## src/rtl/win_reg_pkg.sv

```systemverilog
package win_reg_pkg;
  typedef enum logic [1:0] {
    STEP_HOLD = 2'd0,
    STEP_UP   = 2'd1,
    STEP_DOWN = 2'd2
  } step_e;
endpackage

```

## src/rtl/win_period_timer.sv

```systemverilog
module win_period_timer #(
  parameter int PERIOD = 22,
  localparam int TW = $clog2(PERIOD + 1)
) (
  input  logic          clk,
  input  logic          rst,
  input  logic          halt,
  output logic [TW-1:0] slot,
  output logic          last
);
  assign last = (slot == TW'(PERIOD - 1));

  always_ff @(posedge clk) begin
    if (rst || halt)  slot <= '0;
    else if (last)    slot <= '0;
    else              slot <= slot + 1'b1;
  end
endmodule

```

## src/rtl/win_ton_reg.sv

```systemverilog
module win_ton_reg
  import win_reg_pkg::*;
#(
  parameter int PERIOD    = 22,
  parameter int TON_MIN   = 2,
  parameter int UP_STEP   = 6,
  parameter int DN_STEP   = 2,
  parameter int PFM_EXTRA = 1,
  localparam int TW = $clog2(PERIOD + 1),
  localparam int SW = TW + 1
) (
  input  logic          clk,
  input  logic          rst,
  input  logic          halt,
  input  logic          last,
  input  logic          pfm,
  input  logic          up_mode,
  input  logic          below,
  input  logic          above,
  output logic [TW-1:0] ton_eff
);
  logic [TW-1:0] ton_q, ton_d;
  logic [SW-1:0] tmax, raised, lowered, held, pfm_w, pick;
  step_e         step;

  always_comb begin
    tmax    = up_mode ? SW'(PERIOD - 2) : SW'(PERIOD);
    raised  = SW'(ton_q) + SW'(UP_STEP);
    lowered = (SW'(ton_q) >= SW'(TON_MIN + DN_STEP)) ? SW'(ton_q) - SW'(DN_STEP)
                                                     : SW'(TON_MIN);
    held    = SW'(ton_q);
    pfm_w   = SW'(ton_q) + SW'(PFM_EXTRA);
    if (below)      step = STEP_UP;
    else if (above) step = STEP_DOWN;
    else            step = STEP_HOLD;
    case (step)
      STEP_UP:   pick = raised;
      STEP_DOWN: pick = lowered;
      default:   pick = held;
    endcase
    ton_d = (pick > tmax) ? tmax[TW-1:0] : pick[TW-1:0];
    if (pfm) ton_eff = (pfm_w > tmax) ? tmax[TW-1:0] : pfm_w[TW-1:0];
    else     ton_eff = ton_q;
  end

  always_ff @(posedge clk) begin
    if (rst || halt)       ton_q <= TW'(TON_MIN);
    else if (last && !pfm) ton_q <= ton_d;
  end
endmodule

```

## src/rtl/win_mode_fsm.sv

```systemverilog
module win_mode_fsm #(
  parameter int PFM_ENTRY = 4,
  localparam int ZW = $clog2(PFM_ENTRY + 1)
) (
  input  logic clk,
  input  logic rst,
  input  logic halt,
  input  logic last,
  input  logic below,
  input  logic above,
  input  logic zcyc,
  output logic pfm,
  output logic skip
);
  logic [ZW-1:0] zrun;

  always_ff @(posedge clk) begin
    if (rst || halt) begin
      pfm  <= 1'b0;
      skip <= 1'b0;
      zrun <= '0;
    end else if (last) begin
      if (!pfm) begin
        skip <= 1'b0;
        if (!zcyc) begin
          zrun <= '0;
        end else if (zrun == ZW'(PFM_ENTRY - 1)) begin
          zrun <= '0;
          pfm  <= 1'b1;
        end else begin
          zrun <= zrun + 1'b1;
        end
      end else begin
        zrun <= '0;
        if (below) begin
          pfm  <= 1'b0;
          skip <= 1'b0;
        end else begin
          skip <= above;
        end
      end
    end
  end
endmodule

```

## src/rtl/win_gate_drv.sv

```systemverilog
module win_gate_drv #(
  parameter int PERIOD = 22,
  localparam int TW = $clog2(PERIOD + 1)
) (
  input  logic          clk,
  input  logic          rst,
  input  logic          halt,
  input  logic          last,
  input  logic [TW-1:0] slot,
  input  logic [TW-1:0] ton_eff,
  input  logic          skip,
  input  logic          i_zero,
  input  logic          i_limit,
  output logic          gate_main,
  output logic          gate_rect,
  output logic          zcyc
);
  logic lim_q, zseen_q;
  logic off_part, want_main, want_rect;

  always_comb begin
    off_part  = (slot >= ton_eff) || lim_q;
    want_main = !skip && (slot < ton_eff) && !lim_q && !i_limit;
    want_rect = !skip && off_part && !zseen_q && !i_zero;
    zcyc      = zseen_q || (i_zero && off_part);
  end

  always_ff @(posedge clk) begin
    if (rst || halt) begin
      gate_main <= 1'b0;
      gate_rect <= 1'b0;
      lim_q     <= 1'b0;
      zseen_q   <= 1'b0;
    end else begin
      gate_main <= want_main && !gate_rect;
      gate_rect <= want_rect && !gate_main;
      lim_q     <= last ? 1'b0 : (lim_q || (i_limit && gate_main));
      zseen_q   <= last ? 1'b0 : zcyc;
    end
  end
endmodule

```

## src/rtl/win_reg_ctrl.sv

```systemverilog
module win_reg_ctrl #(
  parameter int PERIOD    = 22,
  parameter int TON_MIN   = 2,
  parameter int UP_STEP   = 6,
  parameter int DN_STEP   = 2,
  parameter int PFM_EXTRA = 1,
  parameter int PFM_ENTRY = 4
) (
  input  logic clk,
  input  logic rst,
  input  logic up_mode,
  input  logic shdn,
  input  logic uvlo,
  input  logic v_below,
  input  logic v_above,
  input  logic i_zero,
  input  logic i_limit,
  output logic gate_main,
  output logic gate_rect,
  output logic pfm_mode
);
  localparam int TW = $clog2(PERIOD + 1);

  logic          halt, last, pfm, skip, zcyc;
  logic [TW-1:0] slot, ton_eff;

  assign halt     = shdn | uvlo;
  assign pfm_mode = pfm;

  win_period_timer #(.PERIOD(PERIOD)) u_timer (
    .clk(clk), .rst(rst), .halt(halt), .slot(slot), .last(last)
  );

  win_ton_reg #(
    .PERIOD(PERIOD), .TON_MIN(TON_MIN), .UP_STEP(UP_STEP),
    .DN_STEP(DN_STEP), .PFM_EXTRA(PFM_EXTRA)
  ) u_ton (
    .clk(clk), .rst(rst), .halt(halt), .last(last), .pfm(pfm),
    .up_mode(up_mode), .below(v_below), .above(v_above), .ton_eff(ton_eff)
  );

  win_mode_fsm #(.PFM_ENTRY(PFM_ENTRY)) u_mode (
    .clk(clk), .rst(rst), .halt(halt), .last(last), .below(v_below),
    .above(v_above), .zcyc(zcyc), .pfm(pfm), .skip(skip)
  );

  win_gate_drv #(.PERIOD(PERIOD)) u_gate (
    .clk(clk), .rst(rst), .halt(halt), .last(last), .slot(slot),
    .ton_eff(ton_eff), .skip(skip), .i_zero(i_zero), .i_limit(i_limit),
    .gate_main(gate_main), .gate_rect(gate_rect), .zcyc(zcyc)
  );
endmodule

```

## config.mk

```make
export PLATFORM = sky130hd
export DESIGN_NAME = win_reg_ctrl
export DESIGN_NICKNAME = d
export VERILOG_FILES = /design/src/rtl/win_reg_pkg.sv /design/src/rtl/win_period_timer.sv /design/src/rtl/win_ton_reg.sv /design/src/rtl/win_mode_fsm.sv /design/src/rtl/win_gate_drv.sv /design/src/rtl/win_reg_ctrl.sv
export SDC_FILE = /design/constraint.sdc
export NUM_CORES = 1
export LEC_CHECK = 0
export ABC_CLOCK_PERIOD_IN_PS = 3370
export CAP_MARGIN = 10
export CORE_ASPECT_RATIO = 1.4
export CORE_UTILIZATION = 52
export DETAILED_ROUTE_END_ITERATION = 7
export PLACE_DENSITY = 0.85
export SYNTH_ARGS = -nofsm -noshare
export SYNTH_HDL_FRONTEND = slang
export SYNTH_SLANG_ARGS = --single-unit
```

## constraint.sdc

```tcl
create_clock -name clk -period 3.37 [get_ports clk]
set_input_delay 0.5055 -clock clk [delete_from_list [all_inputs] [get_ports clk]]
set_output_delay 0.5055 -clock clk [all_outputs]
set_load 0.01 [all_outputs]
```

# [Word level (Yosys, flattened, before mapping)]
# Index checks and enable logic that the tools add are counted.
[totals] wordCells=65 latch_bits=0 romBits=0 register_bits=19 out_inout_bits=3 inputBits=9 n_memories=0 ramBits=0
[op_classes] reduce_logical=24 n_bitwise=1 n_mul=0 n_addsub=5 muxes=17 n_eq_ne=4 div=0 order_cmp=5 shift=0
[ops] cell="two-way mux 5 bit" n=3
[ops] cell="> comparator 6 bit" n=2
[ops] cell="case mux 6 bit (2 select lines)" n=1
[ops] cell="logical AND 1 bit" n=11
[ops] cell="two-way mux 3 bit" n=3
[ops] cell="logical NOT 1 bit" n=8
[ops] cell="adder 5 x 1 -> 6 bit, second input constant" n=1
[ops] cell="adder 5 x 3 -> 6 bit, second input constant" n=1
[ops] cell="two-way mux 1 bit" n=6
[ops] cell="two-way mux 2 bit" n=3
[ops] cell="two-way mux 6 bit" n=1
[ops] cell="subtractor 5 x 2 -> 6 bit, second input constant" n=1
[ops] cell="adder 5 x 1 -> 5 bit, second input constant" n=1
[ops] cell="== test 5 bit, second input constant" n=1
[ops] cell="greater-or-equal comparator 5 x 3 -> 1 bit, second input constant" n=1
[ops] cell="greater-or-equal comparator 5 bit" n=1
[ops] cell="less-than comparator 5 bit" n=1
[ops] cell="logical OR 1 bit" n=4
[ops] cell="adder 3 x 1 -> 3 bit, second input constant" n=1
[ops] cell="== test 3 x 2 -> 1 bit, second input constant" n=1
[ops] cell="== test 2 x 1 -> 1 bit, second input constant" n=1
[ops] cell="== test 2 bit, second input constant" n=1
[ops] cell="OR reduction 2 bit" n=1
[ops] cell="OR 1 bit" n=1

# [Logic depth before layout (Yosys ltp)]
[depth] depth_word=10 mapped_depth=14 mapped_depth_nobuf=14

# [Modules after synthesis]
# From an unflattened synthesis, not the netlist that was laid out.
[hier_totals] cells_unflattened=171 hier_area_um2=1435.1
[by_module_without_submodules] mod="win_ton_reg" area_each_um2=695.7 n_inst=1 cells_each=92 seq_area_each_um2=100.1
[by_module_without_submodules] mod="win_gate_drv" area_each_um2=281.5 n_inst=1 cells_each=33 seq_area_each_um2=80.1
[by_module_without_submodules] mod="win_mode_fsm" area_each_um2=246.5 n_inst=1 cells_each=25 seq_area_each_um2=100.1
[by_module_without_submodules] mod="win_period_timer" area_each_um2=205.2 n_inst=1 cells_each=20 seq_area_each_um2=100.1
[by_module_without_submodules] mod="win_reg_ctrl" area_each_um2=6.3 n_inst=1 cells_each=1 seq_area_each_um2=0.0

# [Worst setup path before layout]
# Ideal clock, no wire load.
[synth_timing] kind="flip-flop to flip-flop" from="reg u_ton.ton_q[0]" to="reg u_mode.zrun[0]" n_path_buf=0 setup_ps=121 path_slack_ps=34 path_stages_with_launch=15 t_required_ps=3249 period_less_slack_ps=3336 arrival_time_ps=3215 path_cell_list="dfxtp_1 inv_1 ha_1 inv_1 ha_1 a2111oi_4 a311oi_2 a21boi_1 o21ai_1 ha_1 a211oi_1 o21ai_0 o31ai_1 nor3b_1 mux2_2"
[synth_between] elab_chain_cells=10
[synth_rtl] element="from (decl)" line_no="win_ton_reg.sv:22" text="logic [TW-1:0] ton_q, ton_d;"
[synth_rtl] element="from (signal assigned)" line_no="win_ton_reg.sv:47" text="if (rst || halt) ton_q <= TW'(TON_MIN);"
[synth_rtl] element="from (signal assigned)" line_no="win_ton_reg.sv:48" text="else if (last && !pfm) ton_q <= ton_d;"
[synth_rtl] element="adder 5 x 1 -> 6 bit" line_no="win_ton_reg.sv:32" text="pfm_w = SW'(ton_q) + SW'(PFM_EXTRA);"
[synth_rtl] element="> comparator 6 bit" line_no="win_ton_reg.sv:42" text="if (pfm) ton_eff = (pfm_w > tmax) ? tmax[TW-1:0] : pfm_w[TW-1:0];"
[synth_rtl] element="two-way mux 5 bit" line_no="win_ton_reg.sv:42"
[synth_rtl] element="two-way mux 5 bit *" line_no="win_ton_reg.sv:42"
[synth_rtl] element="greater-or-equal comparator 5 bit *" line_no="win_gate_drv.sv:22" text="off_part = (slot >= ton_eff) || lim_q;"
[synth_rtl] element="logical OR 1 bit *" line_no="win_gate_drv.sv:22"
[synth_rtl] element="logical AND 1 bit *" line_no="win_gate_drv.sv:25" text="zcyc = zseen_q || (i_zero && off_part);"
[synth_rtl] element="logical OR 1 bit *" line_no="win_gate_drv.sv:25"
[synth_rtl] element="two-way mux 3 bit *" line_no="win_mode_fsm.sv:25" text="if (!zcyc) begin"
[synth_rtl] element="two-way mux 3 bit *" line_no="win_mode_fsm.sv:23" text="if (!pfm) begin"
[synth_rtl] element="to (signal assigned)" line_no="win_mode_fsm.sv:31" text="zrun <= zrun + 1'b1;"
[synth_rtl] element="to (decl)" line_no="win_mode_fsm.sv:15" text="logic [ZW-1:0] zrun;"
# Mark *: on every way between the ends. The rest lies on a longest branch, timed or not.
# A chain may end at the register's enable or synchronous reset.

# [Final worst setup path]
[layout_timing] from="in up_mode" to="reg u_gate.gate_rect"
[layout_between] elab_chain_cells=10
[layout_rtl] element="from (decl)" line_no="win_reg_ctrl.sv:11" text="input logic up_mode,"
[layout_rtl] element="two-way mux 2 bit *" line_no="win_ton_reg.sv:27" text="tmax = up_mode ? SW'(PERIOD - 2) : SW'(PERIOD);"
[layout_rtl] element="> comparator 6 bit" line_no="win_ton_reg.sv:42"
[layout_rtl] element="two-way mux 5 bit * (2 in series)" line_no="win_ton_reg.sv:42"
[layout_rtl] element="greater-or-equal comparator 5 bit *" line_no="win_gate_drv.sv:22"
[layout_rtl] element="logical OR 1 bit *" line_no="win_gate_drv.sv:22"
[layout_rtl] element="logical AND 1 bit * (3 in series)" line_no="win_gate_drv.sv:24" text="want_rect = !skip && off_part && !zseen_q && !i_zero;"
[layout_rtl] element="logical AND 1 bit *" line_no="win_gate_drv.sv:36" text="gate_rect <= want_rect && !gate_main;"
[layout_rtl] element="to (signal assigned)" line_no="win_gate_drv.sv:36"
[layout_rtl] element="to (decl)" line_no="win_gate_drv.sv:15" text="output logic gate_rect,"
# Marked as above.

==> results.sh <==
export IMPL_status="completed"
export IMPL_clock_sinks=19
export IMPL_cts_tree="built"
export IMPL_die_width_um=46.4
export IMPL_critPathLaunchType="input port"
export IMPL_whs_path_depth=1
export IMPL_tns_ns=0
export IMPL_total_power_w=0.000379
export IMPL_rsz0062_at_grt="no"
export IMPL_clk_pin_slew_ns=0.10
export IMPL_synth_top_cell_area_share_pct=26.5
export IMPL_hold_path_class="register to register"
export IMPL_die_area_sq_um=2980
export IMPL_postRouteAntennaNets=0
export IMPL_synth_flop_cell="dfxtp_1"
export IMPL_clockBufferDepth=2
export IMPL_synth_xor_area_share_pct=2.44
export IMPL_drive_above_1_share_pct=15.8
export IMPL_yosys_top_cells_count="dfxtp_1 (19), nor2_1 (19), ha_1 (14), a21oi_1 (13), nand2_1 (12)"
export IMPL_p_leak_nw=0.627
export IMPL_coreArea_sq_um=2620
export IMPL_relSlewSlack_pct=65.5
export IMPL_clockRootBuffer="clkbuf_4"
export IMPL_numCtsBuffers=3
export IMPL_yosys_area_top_type="dfxtp_1"
export IMPL_antenna_cells=0
export IMPL_hp_start="u_gate.gate_rect$_SDFF_PP0_"
export IMPL_worstPathRequired_ns=3.56
export IMPL_fin_crit_sh_pct=95.7
export IMPL_slew_violations=0
export IMPL_drc=0
export IMPL_fillers=236
export IMPL_synth_simple_area_share_pct=23.7
export IMPL_synth_mux_area_share_pct=2.88
export IMPL_die_h_um=64.2
export IMPL_setup_worst_path_end_class="register"
export IMPL_async_flop_share_pct=0
export IMPL_worstReg2RegEnd="u_gate.gate_rect$_SDFF_PP0_"
export IMPL_clk_latency_ns=0.29
export IMPL_rr_startpoint="u_ton.ton_q[0]$_SDFFE_PP0P_"
export IMPL_drt_pass1_iter_count=4
export IMPL_reg2reg_slack_ns=0.20
export IMPL_finalSetupViolCount=0
export IMPL_gp_congestion=0.908
export IMPL_start_util_pct=54.9
export IMPL_drv_cap=0
export IMPL_io_pins=12
export IMPL_synth_area_sq_um=1440
export IMPL_finalWirelength_um=3750
export IMPL_htreeDepth=1
export IMPL_seq_area_frac_synth_pct=26.5
export IMPL_ys_warn_count=0
export IMPL_vdd_drop_max_v=0.000241
export IMPL_crit_slowest_cell="clkdlybuf4s50_1"
export IMPL_synth_compound_area_share_pct=26.1
export IMPL_synthAdderAreaFrac_pct=12.2
export IMPL_timing_fmax_mhz=310
export IMPL_cts_hold_buf=0
export IMPL_antenna_found_initial=0
export IMPL_dpl_hpwl_um=2810
export IMPL_numPortBuffers=11
export IMPL_num_vias=1447
export IMPL_grt_pass1_wl_um=6100
export IMPL_grt_pass1_vias=1390
export IMPL_post_drt_via_cell_ratio=6.24
export IMPL_wl_per_cell_um=16.2
export IMPL_critPathMaxFanout=3
export IMPL_ys_ff_latch=19
export IMPL_critPathMaxStageDelay_ns=0.50
export IMPL_synth_distinct_cells=53
export IMPL_synth_avg_cell_area_sq_um=8.06
export IMPL_fin_crit_ns=3.23
export IMPL_grt_use_total_pct=27.6
export IMPL_row_count=22
export IMPL_syn_inst=178
export IMPL_arrival_ns=3.42
export IMPL_place_inst=227
export IMPL_layout_area_seq_sq_um=383
export IMPL_r2r_cells=14
export IMPL_multi_input_comb_area_sq_um=1000
export IMPL_powerDensity_nw_per_um2=223
export IMPL_tightestPinTransition_ns=0.512
export IMPL_finalHoldViolCount=0
export IMPL_final_cells=232
export IMPL_crit_type="input port to register"
export IMPL_synth_top_family_by_area="compound AO/OA/AOI/OAI gates"
export IMPL_synth_edff_count=0
export IMPL_synth_area_leaders="dfxtp_1 (27%), ha_1 (12%), nor2_1 (5.0%), a21oi_1 (4.5%), o21ai_0 (3.5%)"
export IMPL_syn_num_nets=201
export IMPL_finalNetCount=220
export IMPL_min_to="u_gate.gate_main$_SDFF_PP0_"
export IMPL_crit_chain="clkdlybuf4s50_1, inv_1, ha_4, a2111oi_4, a311oi_2, a21boi_1, o21ai_1, ha_1, a211oi_2, o21ai_2, buf_4, or2_2, and4b_1"
export IMPL_drtIter0Drc=38
export IMPL_skew_ns=0.00220
export IMPL_grt_overflow=0
export IMPL_grt_max_degree=19
export IMPL_area_growth_pct=18.4
==> report_power, final <==
| group | switching, W | total [W] | internal [W] |
|---|---|---|---|
| registers | 0.00000123 | 0.000227 | 0.000225 |
| logic | 0.0000190 | 0.0000393 | 0.0000203 |
| clock network | 0.0000668 | 0.000113 | 0.0000460 |
==> state kept, by name, summed over array words and instances (netlist names) <==
signal,flops
u_gate.zseen_q,1
u_ton.ton_q,5
u_mode.skip,1
u_timer.slot,5
u_mode.pfm,1
u_gate.gate_rect,1
u_mode.zrun,3
u_gate.gate_main,1
u_gate.lim_q,1
==> how the worst max path moves through the flow <==
stage                                      startpoint                          end
after global placement                        up_mode  u_mode.zrun[0]$_SDFFE_PP0N_
after detailed placement                      up_mode  u_mode.zrun[0]$_SDFFE_PP0N_
after CTS                                     up_mode  u_mode.zrun[2]$_SDFFE_PP0N_
final                                         up_mode  u_gate.gate_rect$_SDFF_PP0_
after floorplan           u_ton.ton_q[0]$_SDFFE_PP0P_  u_mode.zrun[0]$_SDFFE_PP0N_
after global routing                          up_mode    u_gate.zseen_q$_SDFF_PP0_
==> layout make-up <==
type | instances | share of cell area, %
inverter | 11 | 2.43
multi-input combinational | 139 | 59.1
timing repair buffer | 23 | 11.8
sequential | 19 | 22.5
tap | 36 | 2.65
clock buffer | 4 | 1.55
==> worst max-delay path, delay by kind of cell <==
kind            cells  cell delay (ns)
compound gates      6             1.11
simple gates        2             0.47
fa+ha+maj           2             0.59
buf+inv             3             0.73
==> routing by layer <==
layer | vias to the layer above | global-route usage (%) | wire length (um)
met5 | - | 0 | 0
li1 | 697 | - | -
met3 | 20 | 3.11 | 95
met2 | 42 | 49.0 | 2060
met1 | 688 | 30.2 | 1440
met4 | 0 | 13.6 | 153
==> placed cells by master (no fill, tap or decap), types with 3 or more instances in the layout <==
master	synthesis	final
a21oi_1	13	12
buf_4	0	12
clkbuf_4	0	3
clkdlybuf4s50_1	0	11
dfxtp_1	19	17
ha_1	14	13
inv_1	11	10
mux2i_1	3	3
nand2_1	12	12
nand2b_1	4	4
nand3_1	5	5
nor2_1	19	19
nor3_1	7	7
nor4_1	3	3
o21ai_0	10	9
==> timing repair <==
| item | 4_1_cts | 5_1_grt |
|---|---|---|
| hold endpoints to repair | 0 | 0 |
| setup endpoints to repair | 4 | 6 |
| pin swaps | 2 | 7 |
| gates resized for setup | 3 | 9 |
| buffers inserted | 1 | 0 |
==> through the flow <==
stage | setup slack (ns) | hold slack, ns | utilization [%] | cell area [sq um]
2_1_floorplan | 0.0339 | 0.419 | - | 1440
3_3_place_gp | -0.259 | 0.417 | 62.2 | 1630
3_5_place_dp | -0.445 | 0.435 | 62.2 | 1630
4_1_cts | 0.00315 | 0.451 | 63.8 | 1670
5_1_grt | 0.0186 | 0.470 | 65.0 | 1700
6_report | 0.145 | 0.447 | 65.0 | 1700
==> kinds of logic (layout without fill, tap and decap cells) <==
kind of cell,count (synthesis),count (layout)
AND/OR/NAND/NOR,66,66
flip-flops,19,19
buffers and inverters,20,38
adder cells (fa/ha/maj),14,14
multiplexers,4,4
XOR/XNOR,4,4
AO/OA/AOI/OAI,51,51
(Power assumes the default switching activity.)
